[src/rtl/dpe_pkg.sv]
package dpe_pkg;

    localparam int BYTE_W = 8;

    typedef struct packed {
        logic              is_cmd;
        logic [BYTE_W-1:0] value;
    } pbyte_t;

    typedef enum logic [1:0] {
        K_DATA = 2'd0,
        K_RUN  = 2'd1,
        K_CHAN = 2'd2
    } kind_e;

    typedef enum logic [1:0] {
        F_IDLE,
        F_SETUP,
        F_STROBE,
        F_RELEASE
    } fwd_st_e;

    typedef enum logic [1:0] {
        R_READY,
        R_ACKED,
        R_HOLD
    } rev_st_e;

    typedef enum logic [2:0] {
        D_FWD,
        D_QUIET,
        D_REQ,
        D_REV,
        D_RET
    } dir_st_e;

    // Command bytes use bit 7 to pick channel address versus run-length count.
    function automatic kind_e classify(pbyte_t b);
        if (!b.is_cmd)
            return K_DATA;
        return b.value[BYTE_W-1] ? K_CHAN : K_RUN;
    endfunction

endpackage

[src/rtl/dpe_fifo.sv]
module dpe_fifo
    import dpe_pkg::*;
#(
    parameter int DEPTH = 4
) (
    input  logic   clk,
    input  logic   rst,
    input  logic   push,
    input  pbyte_t wr_item,
    input  logic   pop,
    output pbyte_t rd_item,
    output logic   full,
    output logic   empty
);
    localparam int AW = (DEPTH > 1) ? $clog2(DEPTH) : 1;
    localparam int CW = $clog2(DEPTH + 1);

    pbyte_t         mem [DEPTH];
    logic [AW-1:0]  wp, rp;
    logic [CW-1:0]  cnt;
    logic           do_push, do_pop;

    assign full    = (cnt == CW'(DEPTH));
    assign empty   = (cnt == '0);
    assign do_push = push && !full;
    assign do_pop  = pop && !empty;
    assign rd_item = mem[rp];

    always_ff @(posedge clk) begin
        if (do_push)
            mem[wp] <= wr_item;
    end

    always_ff @(posedge clk) begin
        if (rst) begin
            wp  <= '0;
            rp  <= '0;
            cnt <= '0;
        end else begin
            if (do_push)
                wp <= (wp == AW'(DEPTH - 1)) ? '0 : wp + 1'b1;
            if (do_pop)
                rp <= (rp == AW'(DEPTH - 1)) ? '0 : rp + 1'b1;
            case ({do_push, do_pop})
                2'b10:   cnt <= cnt + 1'b1;
                2'b01:   cnt <= cnt - 1'b1;
                default: cnt <= cnt;
            endcase
        end
    end

    // occupancy never exceeds the depth
    a_r12_count_bound: assert property (@(posedge clk) disable iff (rst)
        cnt <= CW'(DEPTH));

    // a full queue without a pop keeps its occupancy despite pushes
    a_r12_full_holds: assert property (@(posedge clk) disable iff (rst)
        (full && !pop) |=> full);

endmodule

[src/rtl/dpe_fwd_hs.sv]
module dpe_fwd_hs
    import dpe_pkg::*;
#(
    parameter int CNT_W = 16
) (
    input  logic              clk,
    input  logic              rst,
    input  logic              en,
    input  pbyte_t            head,
    input  logic              head_valid,
    output logic              pop,
    output logic              strobe_n,
    output logic              tag_hi,
    output logic [BYTE_W-1:0] dout,
    input  logic              pack,
    output logic              busy,
    output logic [CNT_W-1:0]  sent_cnt
);
    fwd_st_e st;

    assign pop  = (st == F_IDLE) && en && head_valid && !pack;
    assign busy = (st != F_IDLE);

    always_ff @(posedge clk) begin
        if (rst) begin
            st       <= F_IDLE;
            strobe_n <= 1'b1;
            tag_hi   <= 1'b1;
            dout     <= '0;
            sent_cnt <= '0;
        end else begin
            case (st)
                F_IDLE: if (pop) begin
                    dout   <= head.value;
                    tag_hi <= !head.is_cmd;
                    st     <= F_SETUP;
                end
                F_SETUP: begin
                    strobe_n <= 1'b0;
                    st       <= F_STROBE;
                end
                F_STROBE: if (pack) begin
                    strobe_n <= 1'b1;
                    sent_cnt <= sent_cnt + 1'b1;
                    st       <= F_RELEASE;
                end
                F_RELEASE: if (!pack)
                    st <= F_IDLE;
                default: st <= F_IDLE;
            endcase
        end
    end

    // type flag and data hold while the strobe is low
    a_r1_stable_in_strobe: assert property (@(posedge clk) disable iff (rst)
        !strobe_n |-> ($stable(tag_hi) && $stable(dout)));

    // strobe is released only after the peer acknowledged
    a_r2_rise_after_ack: assert property (@(posedge clk) disable iff (rst)
        $rose(strobe_n) |-> $past(pack));

    // counter steps by one on the releasing edge
    a_r3_count_on_rise: assert property (@(posedge clk) disable iff (rst)
        $rose(strobe_n) |-> (sent_cnt == CNT_W'($past(sent_cnt) + 1'b1)));

    // counter holds on every other edge
    a_r3_count_still: assert property (@(posedge clk) disable iff (rst)
        !$rose(strobe_n) |-> $stable(sent_cnt));

endmodule

[src/rtl/dpe_rev_hs.sv]
module dpe_rev_hs
    import dpe_pkg::*;
(
    input  logic              clk,
    input  logic              rst,
    input  logic              en,
    input  logic              pstrobe_n,
    input  logic              pack,
    input  logic [BYTE_W-1:0] din,
    input  logic              fifo_full,
    output logic              push,
    output pbyte_t            item,
    output logic              hack,
    output logic              idle
);
    rev_st_e st;
    pbyte_t  held;
    pbyte_t  live;

    assign live = '{is_cmd: !pack, value: din};
    assign idle = (st == R_READY);

    always_comb begin
        push = 1'b0;
        item = held;
        case (st)
            R_ACKED: if (pstrobe_n && !fifo_full) begin
                push = 1'b1;
                item = live;
            end
            R_HOLD: if (!fifo_full)
                push = 1'b1;
            default: ;
        endcase
    end

    always_ff @(posedge clk) begin
        if (rst) begin
            st   <= R_READY;
            hack <= 1'b0;
            held <= '0;
        end else begin
            case (st)
                R_READY: if (en && !pstrobe_n) begin
                    hack <= 1'b1;
                    st   <= R_ACKED;
                end
                R_ACKED: if (pstrobe_n) begin
                    if (!fifo_full) begin
                        hack <= 1'b0;
                        st   <= R_READY;
                    end else begin
                        held <= live;
                        st   <= R_HOLD;
                    end
                end
                R_HOLD: if (!fifo_full) begin
                    hack <= 1'b0;
                    st   <= R_READY;
                end
                default: st <= R_READY;
            endcase
        end
    end

    // acknowledge follows a low peer strobe
    a_r6_ack_after_strobe: assert property (@(posedge clk) disable iff (rst)
        $rose(hack) |-> $past(!pstrobe_n));

    // acknowledge released only while the queue has room
    a_r8_release_with_room: assert property (@(posedge clk) disable iff (rst)
        $fell(hack) |-> $past(!fifo_full));

endmodule

[src/rtl/duplex_port_engine.sv]
module duplex_port_engine
    import dpe_pkg::*;
#(
    parameter int FWD_DEPTH = 4,
    parameter int REV_DEPTH = 4,
    parameter int CNT_W     = 16
) (
    input  logic             clk,
    input  logic             rst,
    input  logic             fwd_push,
    input  logic             fwd_is_cmd,
    input  logic [7:0]       fwd_byte,
    output logic             fwd_full,
    input  logic             rev_pop,
    output logic [7:0]       rev_byte,
    output logic [1:0]       rev_kind,
    output logic             rev_empty,
    input  logic             want_reverse,
    output logic             dir_is_reverse,
    output logic [CNT_W-1:0] fwd_sent_cnt,
    output logic             peer_data_avail,
    output logic             hstrobe_n,
    output logic             hack,
    output logic             rev_req_n,
    output logic [7:0]       pd_out,
    output logic             pd_oe,
    input  logic [7:0]       pd_in,
    input  logic             pstrobe_n,
    input  logic             pack,
    input  logic             rev_ack_n,
    input  logic             preq_n
);
    dir_st_e dst;

    pbyte_t  fwd_head, rev_head, rev_item;
    logic    fwd_empty, fwd_pop, fwd_busy, fwd_tag;
    logic    rev_full, rev_push, rev_hack, rev_idle;

    dpe_fifo #(.DEPTH(FWD_DEPTH)) fwd_q_i (
        .clk     (clk),
        .rst     (rst),
        .push    (fwd_push),
        .wr_item ('{is_cmd: fwd_is_cmd, value: fwd_byte}),
        .pop     (fwd_pop),
        .rd_item (fwd_head),
        .full    (fwd_full),
        .empty   (fwd_empty)
    );

    dpe_fwd_hs #(.CNT_W(CNT_W)) fwd_hs_i (
        .clk        (clk),
        .rst        (rst),
        .en         (dst == D_FWD),
        .head       (fwd_head),
        .head_valid (!fwd_empty),
        .pop        (fwd_pop),
        .strobe_n   (hstrobe_n),
        .tag_hi     (fwd_tag),
        .dout       (pd_out),
        .pack       (pack),
        .busy       (fwd_busy),
        .sent_cnt   (fwd_sent_cnt)
    );

    dpe_rev_hs rev_hs_i (
        .clk       (clk),
        .rst       (rst),
        .en        (dst == D_REV),
        .pstrobe_n (pstrobe_n),
        .pack      (pack),
        .din       (pd_in),
        .fifo_full (rev_full),
        .push      (rev_push),
        .item      (rev_item),
        .hack      (rev_hack),
        .idle      (rev_idle)
    );

    dpe_fifo #(.DEPTH(REV_DEPTH)) rev_q_i (
        .clk     (clk),
        .rst     (rst),
        .push    (rev_push),
        .wr_item (rev_item),
        .pop     (rev_pop),
        .rd_item (rev_head),
        .full    (rev_full),
        .empty   (rev_empty)
    );

    assign rev_byte       = rev_head.value;
    assign rev_kind       = classify(rev_head);
    assign dir_is_reverse = (dst == D_REV);
    assign hack           = (dst == D_REV) ? rev_hack : fwd_tag;

    always_ff @(posedge clk) begin
        if (rst) begin
            dst             <= D_FWD;
            pd_oe           <= 1'b1;
            rev_req_n       <= 1'b1;
            peer_data_avail <= 1'b0;
        end else begin
            peer_data_avail <= !preq_n;
            case (dst)
                D_FWD: if (want_reverse && fwd_empty && !fwd_busy) begin
                    pd_oe <= 1'b0;
                    dst   <= D_QUIET;
                end
                D_QUIET: begin
                    rev_req_n <= 1'b0;
                    dst       <= D_REQ;
                end
                D_REQ: if (!rev_ack_n)
                    dst <= D_REV;
                D_REV: if (!want_reverse && rev_idle && pstrobe_n) begin
                    rev_req_n <= 1'b1;
                    dst       <= D_RET;
                end
                D_RET: if (rev_ack_n) begin
                    pd_oe <= 1'b1;
                    dst   <= D_FWD;
                end
                default: dst <= D_FWD;
            endcase
        end
    end

    // drivers are off whenever the turnaround request is active
    a_r4_quiet_during_req: assert property (@(posedge clk) disable iff (rst)
        !rev_req_n |-> !pd_oe);

    // drivers went off at least one clock before the request
    a_r4_quiet_before_req: assert property (@(posedge clk) disable iff (rst)
        $fell(rev_req_n) |-> $past(!pd_oe));

    // reverse is entered only on a seen grant
    a_r5_grant_first: assert property (@(posedge clk) disable iff (rst)
        $rose(dir_is_reverse) |-> $past(!rev_ack_n));

    // driving resumes only after the grant is withdrawn
    a_r9_drive_after_release: assert property (@(posedge clk) disable iff (rst)
        $rose(pd_oe) |-> ($past(rev_ack_n) && rev_req_n));

endmodule

[config.mk]
export PLATFORM = sky130hd
export DESIGN_NAME = duplex_port_engine
export DESIGN_NICKNAME = d
export VERILOG_FILES = /design/src/rtl/dpe_pkg.sv /design/src/rtl/dpe_fifo.sv /design/src/rtl/dpe_fwd_hs.sv /design/src/rtl/dpe_rev_hs.sv /design/src/rtl/duplex_port_engine.sv
export SDC_FILE = /design/constraint.sdc
export NUM_CORES = 1
export LEC_CHECK = 0
export BUFFER_PORTS_ARGS = -buffer_cell sky130_fd_sc_hd__buf_2
export CAP_MARGIN = 10
export CORE_MARGIN = 4
export CORE_UTILIZATION = 58
export DETAILED_ROUTE_END_ITERATION = 10
export PLACE_DENSITY = 0.79
export SYNTH_ARGS = -nofsm -noshare
export SYNTH_HDL_FRONTEND = slang
export SYNTH_HIERARCHICAL = 1
export SYNTH_SLANG_ARGS = --single-unit
[constraint.sdc]
create_clock -name clk -period 3.2 [get_ports clk]
set_input_delay 0.32 -clock clk [delete_from_list [all_inputs] [get_ports clk]]
set_output_delay 0.32 -clock clk [all_outputs]
set_load 0.05 [all_outputs]
Word level (Yosys, flattened, before mapping)

Memories as Yosys holds them, arrays and structs flattened. A register that Yosys moved wholly into a read port is not among the register bits.
Cells that the tools add are included.

Register bits after elaboration: 60
RAM bits: 72
Bits of input ports: 26
Output and inout bits: 42
Logic and storage cells: 151
Memories kept: 2

Memories:

| memory      | words | bits a word | rd ports | clocked after Yosys merged registers in | write ports | line           | text |
|---|---|---|---|---|---|---|---|
| fwd_q_i.mem | 4     | 9           | 1        | 1                                       | 1           | dpe_fifo.sv:18 | `pbyte_t mem [DEPTH];` |
| rev_q_i.mem | 4     | 9           | 1        | 1                                       | 1           | dpe_fifo.sv:18 |  |

$add $sub $neg: 9
Equality and inequality tests: 29
Multiplexer cells: 47
Reductions and logical operators: 45

Operators with widths:

| cell                                                                   | number |
|---|---|
| 2-bit 2-to-1 mux                                                       | 17 |
| 2-bit equality test (second input constant)                            | 9 |
| 9-bit 2-to-1 mux                                                       | 2 |
| 2-bit != test (second input constant)                                  | 9 |
| 16-bit by 1-bit adder with 16-bit output (second input constant)       | 1 |
| 3-bit one-hot mux with 5 select lines                                  | 1 |
| 3-bit AND reduction                                                    | 5 |
| 1-bit 2-to-1 mux                                                       | 14 |
| 1-bit logical AND                                                      | 13 |
| 3-bit 2-to-1 mux                                                       | 4 |
| 3-bit one-hot mux with 2 select lines                                  | 2 |
| 2-bit nonzero test                                                     | 6 |
| 1-bit zero test                                                        | 10 |
| 3-bit equality test (second input constant)                            | 3 |
| 3-bit zero test                                                        | 3 |
| 2-bit by 1-bit adder with 2-bit output (second input constant)         | 4 |
| 2-bit by 1-bit equality test with 1-bit output (second input constant) | 4 |
| 1-bit one-hot mux with 2 select lines                                  | 4 |
| 2-bit one-hot mux with 4 select lines                                  | 1 |
| 2-bit AND reduction                                                    | 4 |
| 3-bit by 1-bit adder with 3-bit output (second input constant)         | 2 |
| 3-bit by 2-bit equality test with 1-bit output (second input constant) | 2 |
| 2-bit one-hot mux with 3 select lines                                  | 1 |
| 3-bit by 1-bit subtractor with 3-bit output (second input constant)    | 2 |
| other kinds (6)                                                        | 7 |

Logic depth before layout (Yosys ltp)

Word-level depth: 8
Gate-level depth with buffers: 13
Gate-level depth less buffers: 13

Cells and area by module

The synthesis kept the hierarchy.

By module, submodules not included:

| module             | instances | cells an instance | area an instance (um2) | sequential area each (um2) |
|---|---|---|---|---|
| dpe_fifo           | 2         | 101               | 1790.5                 | 1261.2 |
| dpe_fwd_hs         | 1         | 147               | 1318.8                 | 560.5 |
| dpe_rev_hs         | 1         | 76                | 679.4                  | 240.2 |
| duplex_port_engine | 1         | 34                | 306.5                  | 120.1 |

Worst setup path after synthesis

No wires, ideal clock.

Kind: register to register
Start point: reg dst[1]
End point: reg fwd_q_i.cnt[2]
Setup time: 0.070 ns
Arrival: 2.628 ns
Data required time: 3.130 ns
Setup slack: 0.502 ns
Stages on the path, launching flop included: 14
Buffers on the path: 1
Period minus slack after synthesis: 2.698 ns
Cell sequence: dfxtp_1 -> buf_2 -> nor3_1 -> nand2_1 -> or3_4 -> clkinv_1 -> o31ai_1 -> inv_1 -> ha_1 -> inv_1 -> fa_1 -> xor2_1 -> or3_2 -> a21oi_1

Longest elaborated chain between the ends: 7
Elaborated cells on any way between the ends: 9
Classes of those cells: eq/ne: 2; mux: 1; reduce/logical: 6

RTL lines:

| item                                                                                  | line                      | text |
|---|---|---|
| start, declared                                                                       | duplex_port_engine.sv:33  | `dir_st_e dst;` |
| start signal, assigned                                                                | duplex_port_engine.sv:97  | `dst <= D_FWD;` |
| start signal, assigned                                                                | duplex_port_engine.sv:106 | `dst <= D_QUIET;` |
| start signal, assigned                                                                | duplex_port_engine.sv:110 | `dst <= D_REQ;` |
| 3-bit zero test *                                                                     | duplex_port_engine.sv:53  | `.en (dst == D_FWD),` |
| 1-bit logical AND * (3 in a row)                                                      | dpe_fwd_hs.sv:21          | `assign pop = (st == F_IDLE) && en && head_valid && !pack;` |
| named net fwd_pop                                                                     | duplex_port_engine.sv:36  | `logic fwd_empty, fwd_pop, fwd_busy, fwd_tag;` |
| 1-bit logical AND *                                                                   | dpe_fifo.sv:26            | `assign do_pop = pop && !empty;` |
| named net fwd_q_i.do_pop                                                              | dpe_fifo.sv:21            | `logic do_push, do_pop;` |
| 2-bit by 1-bit equality test with 1-bit output or 2-bit equality test (tied branches) | dpe_fifo.sv:44            | `case ({do_push, do_pop})` |
| 3-bit one-hot mux with 2 select lines or 2-bit nonzero test (tied branches)           | n/a                       |  |
| end signal, assigned                                                                  | dpe_fifo.sv:45            | `2'b10: cnt <= cnt + 1'b1;` |
| end signal, assigned                                                                  | dpe_fifo.sv:46            | `2'b01: cnt <= cnt - 1'b1;` |
| end signal, assigned                                                                  | dpe_fifo.sv:47            | `default: cnt <= cnt;` |
| end, declared                                                                         | dpe_fifo.sv:20            | `logic [CW-1:0] cnt;` |

The timed path passes the listed nets; every way through them passes the cells marked *.
A chain may end at the register's enable or synchronous reset.

Worst setup path after layout

Start point: reg fwd_hs_i.st[0]
End point: reg fwd_q_i.cnt[2]

Longest elaborated chain between the ends: 7
Elaborated cells on any way between the ends: 9
Classes of those cells: eq/ne: 2; mux: 1; reduce/logical: 6

RTL lines:

| item                                                                                  | line                     | text |
|---|---|---|
| start, declared                                                                       | dpe_fwd_hs.sv:19         | `fwd_st_e st;` |
| start signal, assigned                                                                | dpe_fwd_hs.sv:26         | `st <= F_IDLE;` |
| start signal, assigned                                                                | dpe_fwd_hs.sv:36         | `st <= F_SETUP;` |
| start signal, assigned                                                                | dpe_fwd_hs.sv:40         | `st <= F_STROBE;` |
| 2-bit zero test *                                                                     | dpe_fwd_hs.sv:21         |  |
| 1-bit logical AND * (3 in a row)                                                      | dpe_fwd_hs.sv:21         |  |
| named net fwd_pop                                                                     | duplex_port_engine.sv:36 |  |
| 1-bit logical AND *                                                                   | dpe_fifo.sv:26           |  |
| named net fwd_q_i.do_pop                                                              | dpe_fifo.sv:21           |  |
| 2-bit by 1-bit equality test with 1-bit output or 2-bit equality test (tied branches) | dpe_fifo.sv:44           |  |
| 3-bit one-hot mux with 2 select lines or 2-bit nonzero test (tied branches)           | n/a                      |  |

Marked as above.

==> out/qor.csv <==
stage;metric;value;unit
worst_setup_path;cp.arrival;3.43;ns
synth;yosysMostFrequentCell;edfxtp_1;
sta;fmax;0.333;GHz
synth;synth_flop_cell;edfxtp_1;
drt;firstDrtPassIters;4;
global_routing;overflow;0;
synth;postSynth.asyncResetShare;0;%
clock_tree;path_clk_slew;0.07;ns
hold_path;min_from;fwd_byte[3];
synth;ys_ff_latch;136;
worst_setup_path;path_class;reg -> reg;
sta;rsz0062_at_grt;no;
layout;final_nets;583;
layout;syn_to_final_growth;17.3;%
worst_setup_path;reg2reg_depth;13;
clock_tree;cts_tree;yes;
global_routing;grt_pass1_wl;17.8;mm
sta;slew_headroom;58.6;%
floorplan;num_io_pins;68;
drt;drt_iter0_markers;171;
floorplan;die_x;109;um
power;swShare;29.1;%
synth;yosys-top-cells-area;edfxtp_1 37%, dfxtp_1 22%, mux4_2 6.9%, ha_1 4.7%, a21oi_1 2.7%;
worst_setup_path;r2r_end;fwd_q_i/cnt[2]$_SDFFE_PP0P_;
sta;final-setup-viol-count;0;
global_routing;grt_pass1_vias;3700;
job;cap_violations;0;
worst_setup_path;critPathRequiredTime;3.63;ns
layout;final_cell_area;0.00690;mm^2
clock_tree;root_buffer;clkbuf_8;
sta;skew;0.00869;ns
worst_setup_path;crit_fanout;11;
power;power_frac_seq;43.8;%
place;dpl.hpwl;7.48;mm
synth;syn_area_per_cell;12.8;um^2
place;gp_congestion;0.802;
synth;yosysSeqAreaShare;58.5;%
floorplan;rows;36;
drt;vias;3712;
sta;setup_tns;0;ns
power;p_int;0.00332;W
synth;ys_types;61;
drt;avgViaCountPerCell;5.47;
worst_setup_path;r2r_setup_slack;0.20;ns
drt;ant_nets;0;
outcome;status;finished, final reports clean;
sta;hold_slack;0.0199;ns
power;power_density;678;mW/mm^2
worst_setup_path;cp-start-kind;flip-flop;
layout;fin_util;70.3;%
synth;synth_edf_count;72;
clock_tree;cts_setup_buffers;0;
synth;yosysWarnings;6;
power;leakagePower;2.67;nW
floorplan;die_area;0.0118;mm^2
synth;synthTopCellsByCount;72 x edfxtp_1, 64 x dfxtp_1, 40 x nand2_1, 32 x a21oi_1, 32 x nor2_1;
power;switchingPower;0.00136;W
sta;layout_min_cycle_time;3.00;ns
drt;drc;0;
power;p_clk_share;39.4;%
floorplan;dieHeight;109;um
sta;timing.final.crit_share;93.7;%
global_routing;antenna_found_initial;0;
layout;drive_gt1_share;27.3;%
place;dpl-instance-area;0.00632;mm^2
floorplan;core_region_area;0.00982;mm^2
clock_tree;cts_buffer_depth;2;
clock_tree;htree_levels;4;
worst_setup_path;end_kind;flip-flop;
sta;hold_viol_final;0;
hold_path;min_delay_path_depth;1;
hold_path;min_to;fwd_q_i/mem[3][3]$_DFFE_PP_;
synth;syn_inst;459;
place;io_buffer_count;67;
clock_tree;cts_sinks;136;
synth;synth_area_leader_cell;edfxtp_1;
floorplan;initial_core_util;59.9;%
drt;wl_per_cell;16.0;um
global_routing;grt_usage;19.8;%
sta;max_slew.worst_pin.slew;0.621;ns
global_routing;grt_max_degree;34;
power;power_frac_comb;16.7;%
clock_tree;clk_latency;0.51;ns
layout;antennaDiodeCount;0;
sta;maxSlewViolCount;0;
hold_path;hp-class;in -> reg;
synth;syn_area;0.00589;mm^2
drt;wl;10.9;mm
power;peakVddDrop;395;uV
synth;syn_nets;509;
clock_tree;cts_inserted_buffers;17;
worst_setup_path;timing.rr.start;fwd_hs_i/st[0]$_SDFFE_PP0P_;
synth;yosysTopAreaCellShare;36.7;%
==> cell families (layout without fill, tap and decap cells) <==
kind of cell | Yosys count | in the layout | synth area share, %
muxes | 32 | 32 | 9.55
DFF | 136 | 136 | 58.5
and+or+nand+nor | 140 | 140 | 13.4
AOI/OAI and AO/OA | 65 | 65 | 7.33
adders and majority gates | 24 | 24 | 5.36
buffers and inverters | 47 | 134 | 3.68
xor gates and xnor gates | 15 | 15 | 2.23
==> worst max-delay path by stage <==
stage / startpoint / endpoint / slack [ns] / cells past startpoint
after floorplan: dst[1]$_SDFFE_PP0P_ / fwd_q_i/cnt[2]$_SDFFE_PP0P_ / 0.50 / 13
after global placement: dst[0]$_SDFFE_PP0P_ / fwd_q_i/cnt[2]$_SDFFE_PP0P_ / 0.31 / 12
after detailed placement: dst[0]$_SDFFE_PP0P_ / fwd_q_i/cnt[2]$_SDFFE_PP0P_ / 0.21 / 12
after CTS: dst[0]$_SDFFE_PP0P_ / fwd_q_i/cnt[2]$_SDFFE_PP0P_ / 0.15 / 12
after global routing: fwd_hs_i/st[0]$_SDFFE_PP0P_ / fwd_q_i/cnt[2]$_SDFFE_PP0P_ / 0.03 / 13
final: fwd_hs_i/st[0]$_SDFFE_PP0P_ / fwd_q_i/cnt[2]$_SDFFE_PP0P_ / 0.20 / 13
==> power by group through the flow <==
stage               registers (W)  clock network [W]  logic [W]
floorplan                 0.00217                  0   0.000506
global placement          0.00208                  0   0.000742
detailed placement        0.00209                  0   0.000767
CTS                       0.00205            0.00188   0.000782
global route              0.00207            0.00196   0.000863
finish                    0.00205            0.00185   0.000783
==> repair_timing <==
action / 4_1_cts / 5_1_grt
endpoints found under the hold margin: 1 / 0
hold buffers: 1 / 0
resized for setup: 0 / 1
endpoints found under the setup margin: 0 / 1
==> registers in the layout (all words and copies together), names as in the netlist, named ones only <==
signal	cells
fwd_hs_i/strobe_n	1
fwd_q_i/cnt	3
rev_req_n	1
dst	3
peer_data_avail	1
rev_hs_i/hack	1
fwd_hs_i/st	2
fwd_q_i/mem	36
rev_q_i/cnt	3
rev_q_i/rp	2
rev_q_i/wp	2
rev_q_i/mem	36
pd_oe	1
rev_hs_i/st	2
fwd_hs_i/tag_hi	1
fwd_hs_i/dout	8
fwd_q_i/rp	2
fwd_hs_i/sent_cnt	16
fwd_q_i/wp	2
rev_hs_i/held	9
==> cell usage in the layout (no fill, tap or decap), types with 3 or more instances in the layout <==
cell        synthesis  routed
o21ai_0             4       4
nor3_1              9       8
a21oi_1            32      32
inv_6               0       3
nor4_2              3       3
buf_4               1       5
dfxtp_1            64      64
inv_8               0       5
a211oi_1            5       5
inv_1              28      28
nand3b_1            3       3
nor2_1             32      32
nor2b_1             4       4
a21o_1              3       3
clkinvlp_4          0       3
mux2_1              8       8
mux2i_1             4       4
and3_1              6       6
mux4_2             18      18
nand2b_1            3       3
and3_2              4       4
clkbuf_16           0      16
nand2_1            40      40
buf_2               5      67
nand4_1             3       3
and2_4              3       3
xor2_1              6       6
ha_1               22      22
xnor2_1             9       9
edfxtp_1           72      72
nand3_1            10      10
o31ai_1             3       3
==> layer usage <==
layer	track usage [%]	up-vias	wire length (um)
met5	0	-	0
met4	8.57	0	144
met3	4.62	14	442
met2	33.3	67	5660
met1	24.5	1813	4640
li1	-	1818	-
==> layout make-up <==
| type | count | area, um^2 |
|---|---|---|
| clock inverter | 15 | 156 |
| timing repair buffer | 73 | 383 |
| fill | 694 | 2920 |
| tap | 133 | 166 |
| multi-input combinational | 276 | 2230 |
| inverter | 29 | 109 |
| sequential | 136 | 3440 |
| clock buffer | 17 | 414 |
==> per-stage QoR <==
| step | power (W) | std cells | setup slack [ns] |
|---|---|---|---|
| after CTS | 0.00471 | 679 | 0.153 |
| after global routing | 0.00489 | 679 | 0.0254 |
| final | 0.00468 | 679 | 0.201 |
| after global placement | 0.00282 | 646 | 0.308 |
| after detailed placement | 0.00285 | 646 | 0.212 |
| after floorplan | 0.00268 | 459 | 0.502 |
==> worst max-delay path, cell delays in order, from the launching register on <==
cell      delay [ns]
dfxtp_1         0.33
inv_1           0.11
ha_1            0.22
inv_1           0.07
or3_4           0.45
clkinv_1        0.20
o31ai_1         0.16
inv_1           0.09
ha_1            0.17
inv_1           0.06
fa_1            0.37
xor2_1          0.16
or3_2           0.41
a21oi_1         0.14
Power figures use the tool's default switching activity.
